$ cat config.mk
export PLATFORM = sky130hd
export DESIGN_NAME = nsd_top
export DESIGN_NICKNAME = d
export VERILOG_FILES = /design/src/rtl/nsd_pkg.sv /design/src/rtl/nsd_sw_stage.sv /design/src/rtl/nsd_bus_stage.sv /design/src/rtl/nsd_err_flag.sv /design/src/rtl/nsd_top.sv
export SDC_FILE = /design/constraint.sdc
export NUM_CORES = 1
export LEC_CHECK = 0
export BUFFER_PORTS_ARGS = -buffer_cell sky130_fd_sc_hd__buf_2
export CAP_MARGIN = 20
export CORE_MARGIN = 8
export CORE_UTILIZATION = 37
export CTS_BUF_LIST = sky130_fd_sc_hd__clkbuf_16
export CTS_CLUSTER_SIZE = 10
export DETAILED_ROUTE_END_ITERATION = 10
export MAX_ROUTING_LAYER = met4
export PLACE_DENSITY_LB_ADDON = 0.3
export RECOVER_POWER = 100
export SLEW_MARGIN = 20
export SYNTH_ARGS = -nofsm -noshare
export SYNTH_HDL_FRONTEND = slang
export SYNTH_SLANG_ARGS = --single-unit
$ cat constraint.sdc
create_clock -name clk -period 1.5 [get_ports clk]
set_clock_uncertainty 0.05 [all_clocks]
set_input_delay 0.075 -clock clk [delete_from_list [all_inputs] [get_ports clk]]
set_output_delay 0.075 -clock clk [all_outputs]
set_load 0.03 [all_outputs]
$ cat src/rtl/nsd_pkg.sv
package nsd_pkg;
  typedef enum logic [2:0] {
    EV_IDLE,
    EV_RX_STORE,
    EV_RX_DROP,
    EV_TX_TAKE,
    EV_TX_REPEAT
  } nsd_event_e;
endpackage

$ cat src/rtl/nsd_sw_stage.sv
module nsd_sw_stage #(
  parameter int DATA_W = 8
) (
  input  logic              full_q,
  input  logic [DATA_W-1:0] dreg_q,
  input  logic              sw_rd,
  input  logic              sw_wr,
  input  logic [DATA_W-1:0] sw_wdata,
  output logic              full_eff,
  output logic [DATA_W-1:0] dreg_eff
);
  // Software accesses are ordered ahead of the shifter within one cycle.
  always_comb begin
    full_eff = full_q;
    dreg_eff = dreg_q;
    if (sw_rd) full_eff = 1'b0;
    if (sw_wr) begin
      full_eff = 1'b1;
      dreg_eff = sw_wdata;
    end
  end
endmodule

$ cat src/rtl/nsd_bus_stage.sv
module nsd_bus_stage
  import nsd_pkg::*;
#(
  parameter int DATA_W = 8
) (
  input  logic              detect_on,
  input  logic              tx_mode,
  input  logic              rx_done,
  input  logic [DATA_W-1:0] rx_byte,
  input  logic              tx_load,
  input  logic              full_eff,
  input  logic [DATA_W-1:0] dreg_eff,
  output logic              full_nxt,
  output logic [DATA_W-1:0] dreg_nxt,
  output logic [DATA_W-1:0] tx_data,
  output logic              err_set,
  output nsd_event_e        ev
);
  logic rx_evt, tx_evt;

  assign rx_evt = rx_done & ~tx_mode;
  assign tx_evt = tx_load & tx_mode;
  // An empty register leaves dreg_eff at the previous byte, so it repeats.
  assign tx_data = dreg_eff;

  always_comb begin
    full_nxt = full_eff;
    dreg_nxt = dreg_eff;
    err_set  = 1'b0;
    ev       = EV_IDLE;
    if (rx_evt) begin
      if (full_eff && detect_on) begin
        err_set = 1'b1;
        ev      = EV_RX_DROP;
      end else begin
        full_nxt = 1'b1;
        dreg_nxt = rx_byte;
        ev       = EV_RX_STORE;
      end
    end else if (tx_evt) begin
      full_nxt = 1'b0;
      if (!full_eff && detect_on) begin
        err_set = 1'b1;
        ev      = EV_TX_REPEAT;
      end else begin
        ev      = EV_TX_TAKE;
      end
    end
  end

  // Combinational consistency of the decision outputs.
  always_comb begin
    if (ev == EV_TX_REPEAT) begin
      assert (!full_eff && detect_on) else $error("AST_REPEAT_ONLY_EMPTY");
    end
    if (ev == EV_RX_DROP) begin
      assert (full_nxt) else $error("AST_DROP_KEEPS_FULL");
    end
  end
endmodule

$ cat src/rtl/nsd_err_flag.sv
module nsd_err_flag (
  input  logic clk,
  input  logic rst_n,
  input  logic enable,
  input  logic set_i,
  input  logic clr_i,
  output logic flag_o
);
  logic flag_q, flag_d;

  always_comb begin
    flag_d = flag_q;
    if (!enable)     flag_d = 1'b0;
    else if (set_i)  flag_d = 1'b1;
    else if (clr_i)  flag_d = 1'b0;
  end

  always_ff @(posedge clk or negedge rst_n) begin
    if (!rst_n) flag_q <= 1'b0;
    else        flag_q <= flag_d;
  end

  assign flag_o = flag_q;

  AST_FLAG_STICKY: assert property (@(posedge clk) disable iff (!rst_n)
    (flag_q && enable && !clr_i) |=> flag_q);
  AST_SET_WINS: assert property (@(posedge clk) disable iff (!rst_n)
    (enable && set_i) |=> flag_q);
endmodule

$ cat src/rtl/nsd_top.sv
module nsd_top
  import nsd_pkg::*;
#(
  parameter int DATA_W = 8
) (
  input  logic              clk,
  input  logic              rst_n,
  input  logic              enable,
  input  logic              slave_mode,
  input  logic              no_stretch,
  input  logic              tx_mode,
  input  logic              rx_done,
  input  logic [DATA_W-1:0] rx_byte,
  input  logic              tx_load,
  output logic [DATA_W-1:0] tx_data,
  input  logic              sw_rd,
  input  logic              sw_wr,
  input  logic [DATA_W-1:0] sw_wdata,
  input  logic              err_clr,
  output logic [DATA_W-1:0] dr_data,
  output logic              dr_full,
  output logic              err_flag
);
  localparam logic [DATA_W-1:0] ZERO_BYTE = '0;

  logic              full_q, full_d;
  logic [DATA_W-1:0] dreg_q, dreg_d;
  logic              full_eff, full_nxt;
  logic [DATA_W-1:0] dreg_eff, dreg_nxt;
  logic              detect_on, err_set;
  logic              rd_g, wr_g, rx_g, tx_g, clr_g;
  nsd_event_e        ev;

  // Strobes are masked while the peripheral is off.
  assign rd_g      = sw_rd   & enable;
  assign wr_g      = sw_wr   & enable;
  assign rx_g      = rx_done & enable;
  assign tx_g      = tx_load & enable;
  assign clr_g     = err_clr & enable;
  assign detect_on = enable & slave_mode & no_stretch;

  nsd_sw_stage #(.DATA_W(DATA_W)) u_sw (
    .full_q   (full_q),
    .dreg_q   (dreg_q),
    .sw_rd    (rd_g),
    .sw_wr    (wr_g),
    .sw_wdata (sw_wdata),
    .full_eff (full_eff),
    .dreg_eff (dreg_eff)
  );

  nsd_bus_stage #(.DATA_W(DATA_W)) u_bus (
    .detect_on (detect_on),
    .tx_mode   (tx_mode),
    .rx_done   (rx_g),
    .rx_byte   (rx_byte),
    .tx_load   (tx_g),
    .full_eff  (full_eff),
    .dreg_eff  (dreg_eff),
    .full_nxt  (full_nxt),
    .dreg_nxt  (dreg_nxt),
    .tx_data   (tx_data),
    .err_set   (err_set),
    .ev        (ev)
  );

  nsd_err_flag u_flag (
    .clk    (clk),
    .rst_n  (rst_n),
    .enable (enable),
    .set_i  (err_set),
    .clr_i  (clr_g),
    .flag_o (err_flag)
  );

  always_comb begin
    if (enable) begin
      full_d = full_nxt;
      dreg_d = dreg_nxt;
    end else begin
      full_d = 1'b0;
      dreg_d = ZERO_BYTE;
    end
  end

  always_ff @(posedge clk or negedge rst_n) begin
    if (!rst_n) begin
      full_q <= 1'b0;
      dreg_q <= ZERO_BYTE;
    end else begin
      full_q <= full_d;
      dreg_q <= dreg_d;
    end
  end

  assign dr_data = dreg_q;
  assign dr_full = full_q;

  AST_OVERRUN_FLAGS: assert property (@(posedge clk) disable iff (!rst_n)
    (detect_on && !tx_mode && rx_done && dr_full && !sw_rd && !sw_wr)
      |=> (err_flag && dr_full && $stable(dr_data)));
  AST_UNDERRUN_FLAGS: assert property (@(posedge clk) disable iff (!rst_n)
    (detect_on && tx_mode && tx_load && !dr_full && !sw_wr)
      |=> (err_flag && !dr_full && $stable(dr_data)));
  AST_QUIET_WHEN_OFF: assert property (@(posedge clk) disable iff (!rst_n)
    (!(slave_mode && no_stretch) && !err_flag && !tx_mode && rx_done && enable)
      |=> (!err_flag && dr_full));
  AST_DISABLE_WIPES: assert property (@(posedge clk) disable iff (!rst_n)
    !enable |=> (!err_flag && !dr_full && dr_data == '0));
  AST_TX_TAKES_EMPTIES: assert property (@(posedge clk) disable iff (!rst_n)
    (enable && tx_mode && tx_load && !rx_done) |=> !dr_full);
endmodule

After elaboration in Yosys (flattened, before gate mapping)
Cells that the tools add are included.
{ "totals": {"elab_cells": 34, "out_inout_bits": 18, "reg_bits": 10} }
{ "classes": {"reduce_logical": 3, "eq_ne": 1, "bitwise": 10, "mux": 17} }
{ "op_table": {"columns": ["op", "n"], "rows": [
  ["$mux 8", 4],
  ["$mux 1", 13],
  ["$and 1x1->1", 9],
  ["$ne 3x1->1 const B", 1],
  ["$logic_and 1x1->1", 2],
  ["$logic_not 1->1", 1],
  ["$not 1->1", 1]
]} }

Longest topological paths before layout
{ "logic_depth": {"depth_word": 10, "depth_mapped": 5, "depth_no_buf": 4} }

Cells and area by module
From an unflattened synthesis, not the netlist that was laid out.
{ "hier_totals": {"hier_cells": 70, "area_unflattened_um2": 785.8} }
{ "modules_own_cells": {"columns": ["mod", "instances", "cells_per_inst", "area_per_inst_um2"], "rows": [
  ["nsd_top", 1, 25, 344.1],
  ["nsd_bus_stage", 1, 31, 251.5],
  ["nsd_sw_stage", 1, 11, 143.9],
  ["nsd_err_flag", 1, 3, 46.3]
]} }

Worst setup path before layout
OpenSTA, ideal clock, no wires.
{ "synth_timing": {"path_kind": "reg2reg", "from": "register full_q, in the netlist dr_full", "to": "register u_flag.flag_q, in the netlist u_flag.flag_o", "n_path_buf": 0, "t_arrival_ns": 1.229, "setup_slack_ns": 0.095, "stages_incl_launch_ff": 5, "period_less_slack_ns": 1.405, "setup_ns": 0.126, "cell_sequence": "dfrtp_1 > nor2b_1 > o21bai_4 > nor3_1 > a311o_1"} }
{ "synth_between": {"elab_chain_len": 9} }
{ "synth_rtl": {"columns": ["element", "line_no", "rtl"], "rows": [
  ["start: declaration", "nsd_top.sv:26", "logic full_q, full_d;"],
  ["start signal: assignment", "nsd_top.sv:91", "full_q <= full_d;"],
  ["$mux 1 *", "nsd_sw_stage.sv:16", "if (sw_rd) full_eff = 1'b0;"],
  ["$mux 1 *", "nsd_sw_stage.sv:17", "if (sw_wr) begin"],
  ["$logic_not 1->1", "nsd_bus_stage.sv:42", "if (!full_eff && detect_on) begin"],
  ["$logic_and 1x1->1", "nsd_bus_stage.sv:42", null],
  ["$mux 1", "nsd_bus_stage.sv:42", null],
  ["$mux 1", "nsd_bus_stage.sv:40", "end else if (tx_evt) begin"],
  ["$mux 1 *", "nsd_bus_stage.sv:31", "if (rx_evt) begin"],
  ["$mux 1", "nsd_err_flag.sv:14", "else if (set_i) flag_d = 1'b1;"],
  ["$mux 1", "nsd_err_flag.sv:13", "if (!enable) flag_d = 1'b0;"],
  ["end signal: assignment", "nsd_err_flag.sv:20", "else flag_q <= flag_d;"],
  ["end: declaration", "nsd_err_flag.sv:9", "logic flag_q, flag_d;"]
]} }
Every way passes the cells marked *; elsewhere a longest branch is shown, timed or not.
A chain may end at the register's enable or synchronous reset.

Worst setup path in the final report
{ "layout_timing": {"from": "register full_q, in the netlist dr_full", "to": "register dreg_q[7], in the netlist dr_data[7]"} }
{ "layout_between": {"elab_chain_len": 6} }
{ "layout_rtl": {"columns": ["element", "line_no", "rtl"], "rows": [
  ["$mux 1", "nsd_sw_stage.sv:16", null],
  ["$mux 1", "nsd_sw_stage.sv:17", null],
  ["$logic_and 1x1->1", "nsd_bus_stage.sv:32", "if (full_eff && detect_on) begin"],
  ["$mux 8", "nsd_bus_stage.sv:32", null],
  ["$mux 8", "nsd_bus_stage.sv:31", null],
  ["$mux 8", "nsd_top.sv:77", "if (enable) begin"],
  ["net dreg_d[7]", "nsd_top.sv:27", "logic [DATA_W-1:0] dreg_q, dreg_d;"],
  ["end signal: assignment", "nsd_top.sv:92", "dreg_q <= dreg_d;"],
  ["end: declaration", "nsd_top.sv:27", null]
]} }
The timed path passes the listed nets, and every way through them passes these cells.

==> impl_metrics.env <==
export IMPL_critPathKind="reg -> reg"
export IMPL_post_cts_buffers=0
export IMPL_cp_max_fo=8
export IMPL_diodes=0
export IMPL_coreArea_um2=1450
export IMPL_timing_fmax_mhz=760
export IMPL_finalNetCount=137
export IMPL_seq_power_share_pct=29.7
export IMPL_cp_end_kind="flop"
export IMPL_cts_buffer_depth=2
export IMPL_cp_start_kind="flop"
export IMPL_ys_seq_area_share_pct=44.8
export IMPL_drive_above_1_share_pct=38.5
export IMPL_min_from="rx_byte[4]"
export IMPL_drt_pass1_iterations=4
export IMPL_period_share_pct=87.8
export IMPL_reg2reg_depth=4
export IMPL_finalPower_mw=1.01
export IMPL_final_hold_viol_count=0
export IMPL_setup_viol=0
export IMPL_wl_per_cell_um=14.3
export IMPL_min_to="dr_data[4]"
export IMPL_clock_latency_ns=0.24
export IMPL_clk_pin_slew_ns=0.04
export IMPL_r2r_end="dr_data[7]"
export IMPL_clockRootBuffer="clkbuf_16"
export IMPL_switching_share_pct=28.8
export IMPL_cts_tree="yes"
export IMPL_h_tree_depth=1
export IMPL_drc=0
export IMPL_overflow=0
export IMPL_dp_cells=120
export IMPL_drt_initial_drc_count=12
export IMPL_cp_arrival_ns=1.37
export IMPL_maxSlewViolCount=0
export IMPL_grt_pass1_vias=616
export IMPL_placed_cell_area_um2=812
export IMPL_ys_seq_elements=10
export IMPL_required_ns=1.56
export IMPL_pwr_share_clk_pct=46.6
export IMPL_grt_use_total_pct=13.0
export IMPL_avgViaCountPerCell=4.98
export IMPL_tightest_slew_ns=0.552
export IMPL_design_area_um2=883
export IMPL_dr_total_vias=622
export IMPL_r2r_start="dr_full"
export IMPL_antenna_left=0
export IMPL_yosysWarnings=0
export IMPL_status="finished clean"
export IMPL_rsz0062_at_grt="no"
export IMPL_synth_distinct_cells=16
export IMPL_grt_pass1_wl_um=2670
export IMPL_start_util_pct=38.4
export IMPL_period_minus_slack_ns=1.32
export IMPL_min_path_type="in -> reg"
export IMPL_layout_commonest_cell="buf_2"
export IMPL_port_buffers=44
export IMPL_pin_count=45
export IMPL_antenna_found_initial=0
export IMPL_ir_worst_vdd_v=0.000800
export IMPL_power_switching_mw=0.291
export IMPL_whs_path_depth=3
export IMPL_clock_sinks=10
export IMPL_leakagePower_nw=0.438
export IMPL_p_per_area_nw_per_um2=1150
export IMPL_syn_nets=86
export IMPL_syn2layout_area_growth_pct=58.3
export IMPL_fin_tns_setup_ns=0
export IMPL_reg2reg_slack_ns=0.18
export IMPL_final_cells=125
export IMPL_grt_max_degree=11
export IMPL_synthesis_area_per_instance_um2=9.46
export IMPL_die_w_um=54.8
export IMPL_layout_common_cells="buf_2 (30), clkbuf_1 (14), nand2_1 (12), dfrtp_1 (10), nand3_1 (9)"
export IMPL_pwr_share_comb_pct=23.7
export IMPL_p_int_mw=0.721
export IMPL_rows=14
export IMPL_numCtsBuffers=3
export IMPL_gp_congestion=0.770
export IMPL_relSlewSlack_pct=63.2
export IMPL_finalWirelength_um=1790
export IMPL_die_area_um2=3010
export IMPL_die_h_um=54.8
export IMPL_synth_cell_area_um2=558
export IMPL_cap_violations=0
export IMPL_synthCells=59
[cell type report]
cell class	count	area, um^2
Multi-Input combinational cell	46	295
Fill cell	149	571
Sequential cell	10	250
Timing Repair Buffer	48	235
Clock inverter	1	3.75
Inverter	1	3.75
Tap cell	16	20.0
Clock buffer	3	75.1
[synthesized netlist by cell type (all sizes together)]
cell / count / area share (%)
clkbuf: 1 / 0.67
nor2: 1 / 1.1
and2: 1 / 1.1
dfrtp: 10 / 45
a31o: 1 / 1.6
nand2: 12 / 8.1
o21bai: 1 / 3.4
a311o: 1 / 1.8
nor2b: 1 / 1.1
inv: 1 / 0.67
a22o: 1 / 1.6
mux2: 8 / 16
buf: 1 / 0.90
nand3: 9 / 8.1
o21ai: 8 / 7.2
nor3: 2 / 1.8
[repair_timing]
| item | 4_1_cts | 5_1_grt |
|---|---|---|
| hold buffers | 1 | 0 |
| hold endpoints to repair | 10 | 0 |
| resized for setup | 0 | 0 |
[flip-flops by register name, summed over array words and instances (netlist names)]
signal and cells:
dr_data 8, dr_full 1, u_flag.flag_o 1
[routing by layer]
metal	global-route usage (%)	vias to the layer above	routed length, um
met3	4.89	4	181
met4	7.38	0	31
met2	20.6	21	886
li1	-	309	-
met1	13.6	288	686
met5	-	-	0
[cell families after synthesis]
group	after synthesis	share of synthesized area (%)
buffers and inverters	3	2.24
AO/OA/AOI/OAI	12	15.5
flip-flops	10	44.8
AND/OR/NAND/NOR	26	21.3
multiplexers	8	16.1
[critical path: stages (launching register included)]
cell,delay (ns)
dfrtp_1,0.38
nor2b_1,0.16
o21bai_4,0.18
and2_1,0.29
o21ai_0,0.13
[worst max-delay path by stage]
stage | from | endpoint | slack [ns] | depth (start not counted)
2_1_floorplan | dr_full | u_flag.flag_o | 0.1 | 4
5_1_grt | dr_full | dr_data[7] | 0.08 | 4
3_3_place_gp | dr_full | dr_data[4] | 0.22 | 4
3_5_place_dp | dr_full | dr_data[7] | 0.17 | 4
4_1_cts | dr_full | dr_data[7] | 0.15 | 4
6_report | dr_full | dr_data[7] | 0.18 | 4
[per-stage QoR]
stage | worst slack [ns] | util (%) | hold WS, ns
after floorplan | 0.0952 | - | -0.271
after global placement | 0.216 | 55.9 | -0.103
after detailed placement | 0.165 | 55.9 | -0.103
after CTS | 0.153 | 62.0 | 0.0122
after global routing | 0.0844 | 60.8 | 0.0400
final | 0.184 | 60.8 | 0.0106
[power groups by stage]
stage / Combinational (mW) / Sequential (mW) / Clock [mW]
2_1_floorplan: 0.115 / 0.344 / 0
3_3_place_gp: 0.251 / 0.302 / 0
3_5_place_dp: 0.254 / 0.304 / 0
4_1_cts: 0.257 / 0.300 / 0.488
5_1_grt: 0.260 / 0.304 / 0.497
6_report: 0.240 / 0.301 / 0.472
No activity file was read; power rests on OpenSTA's default activity.
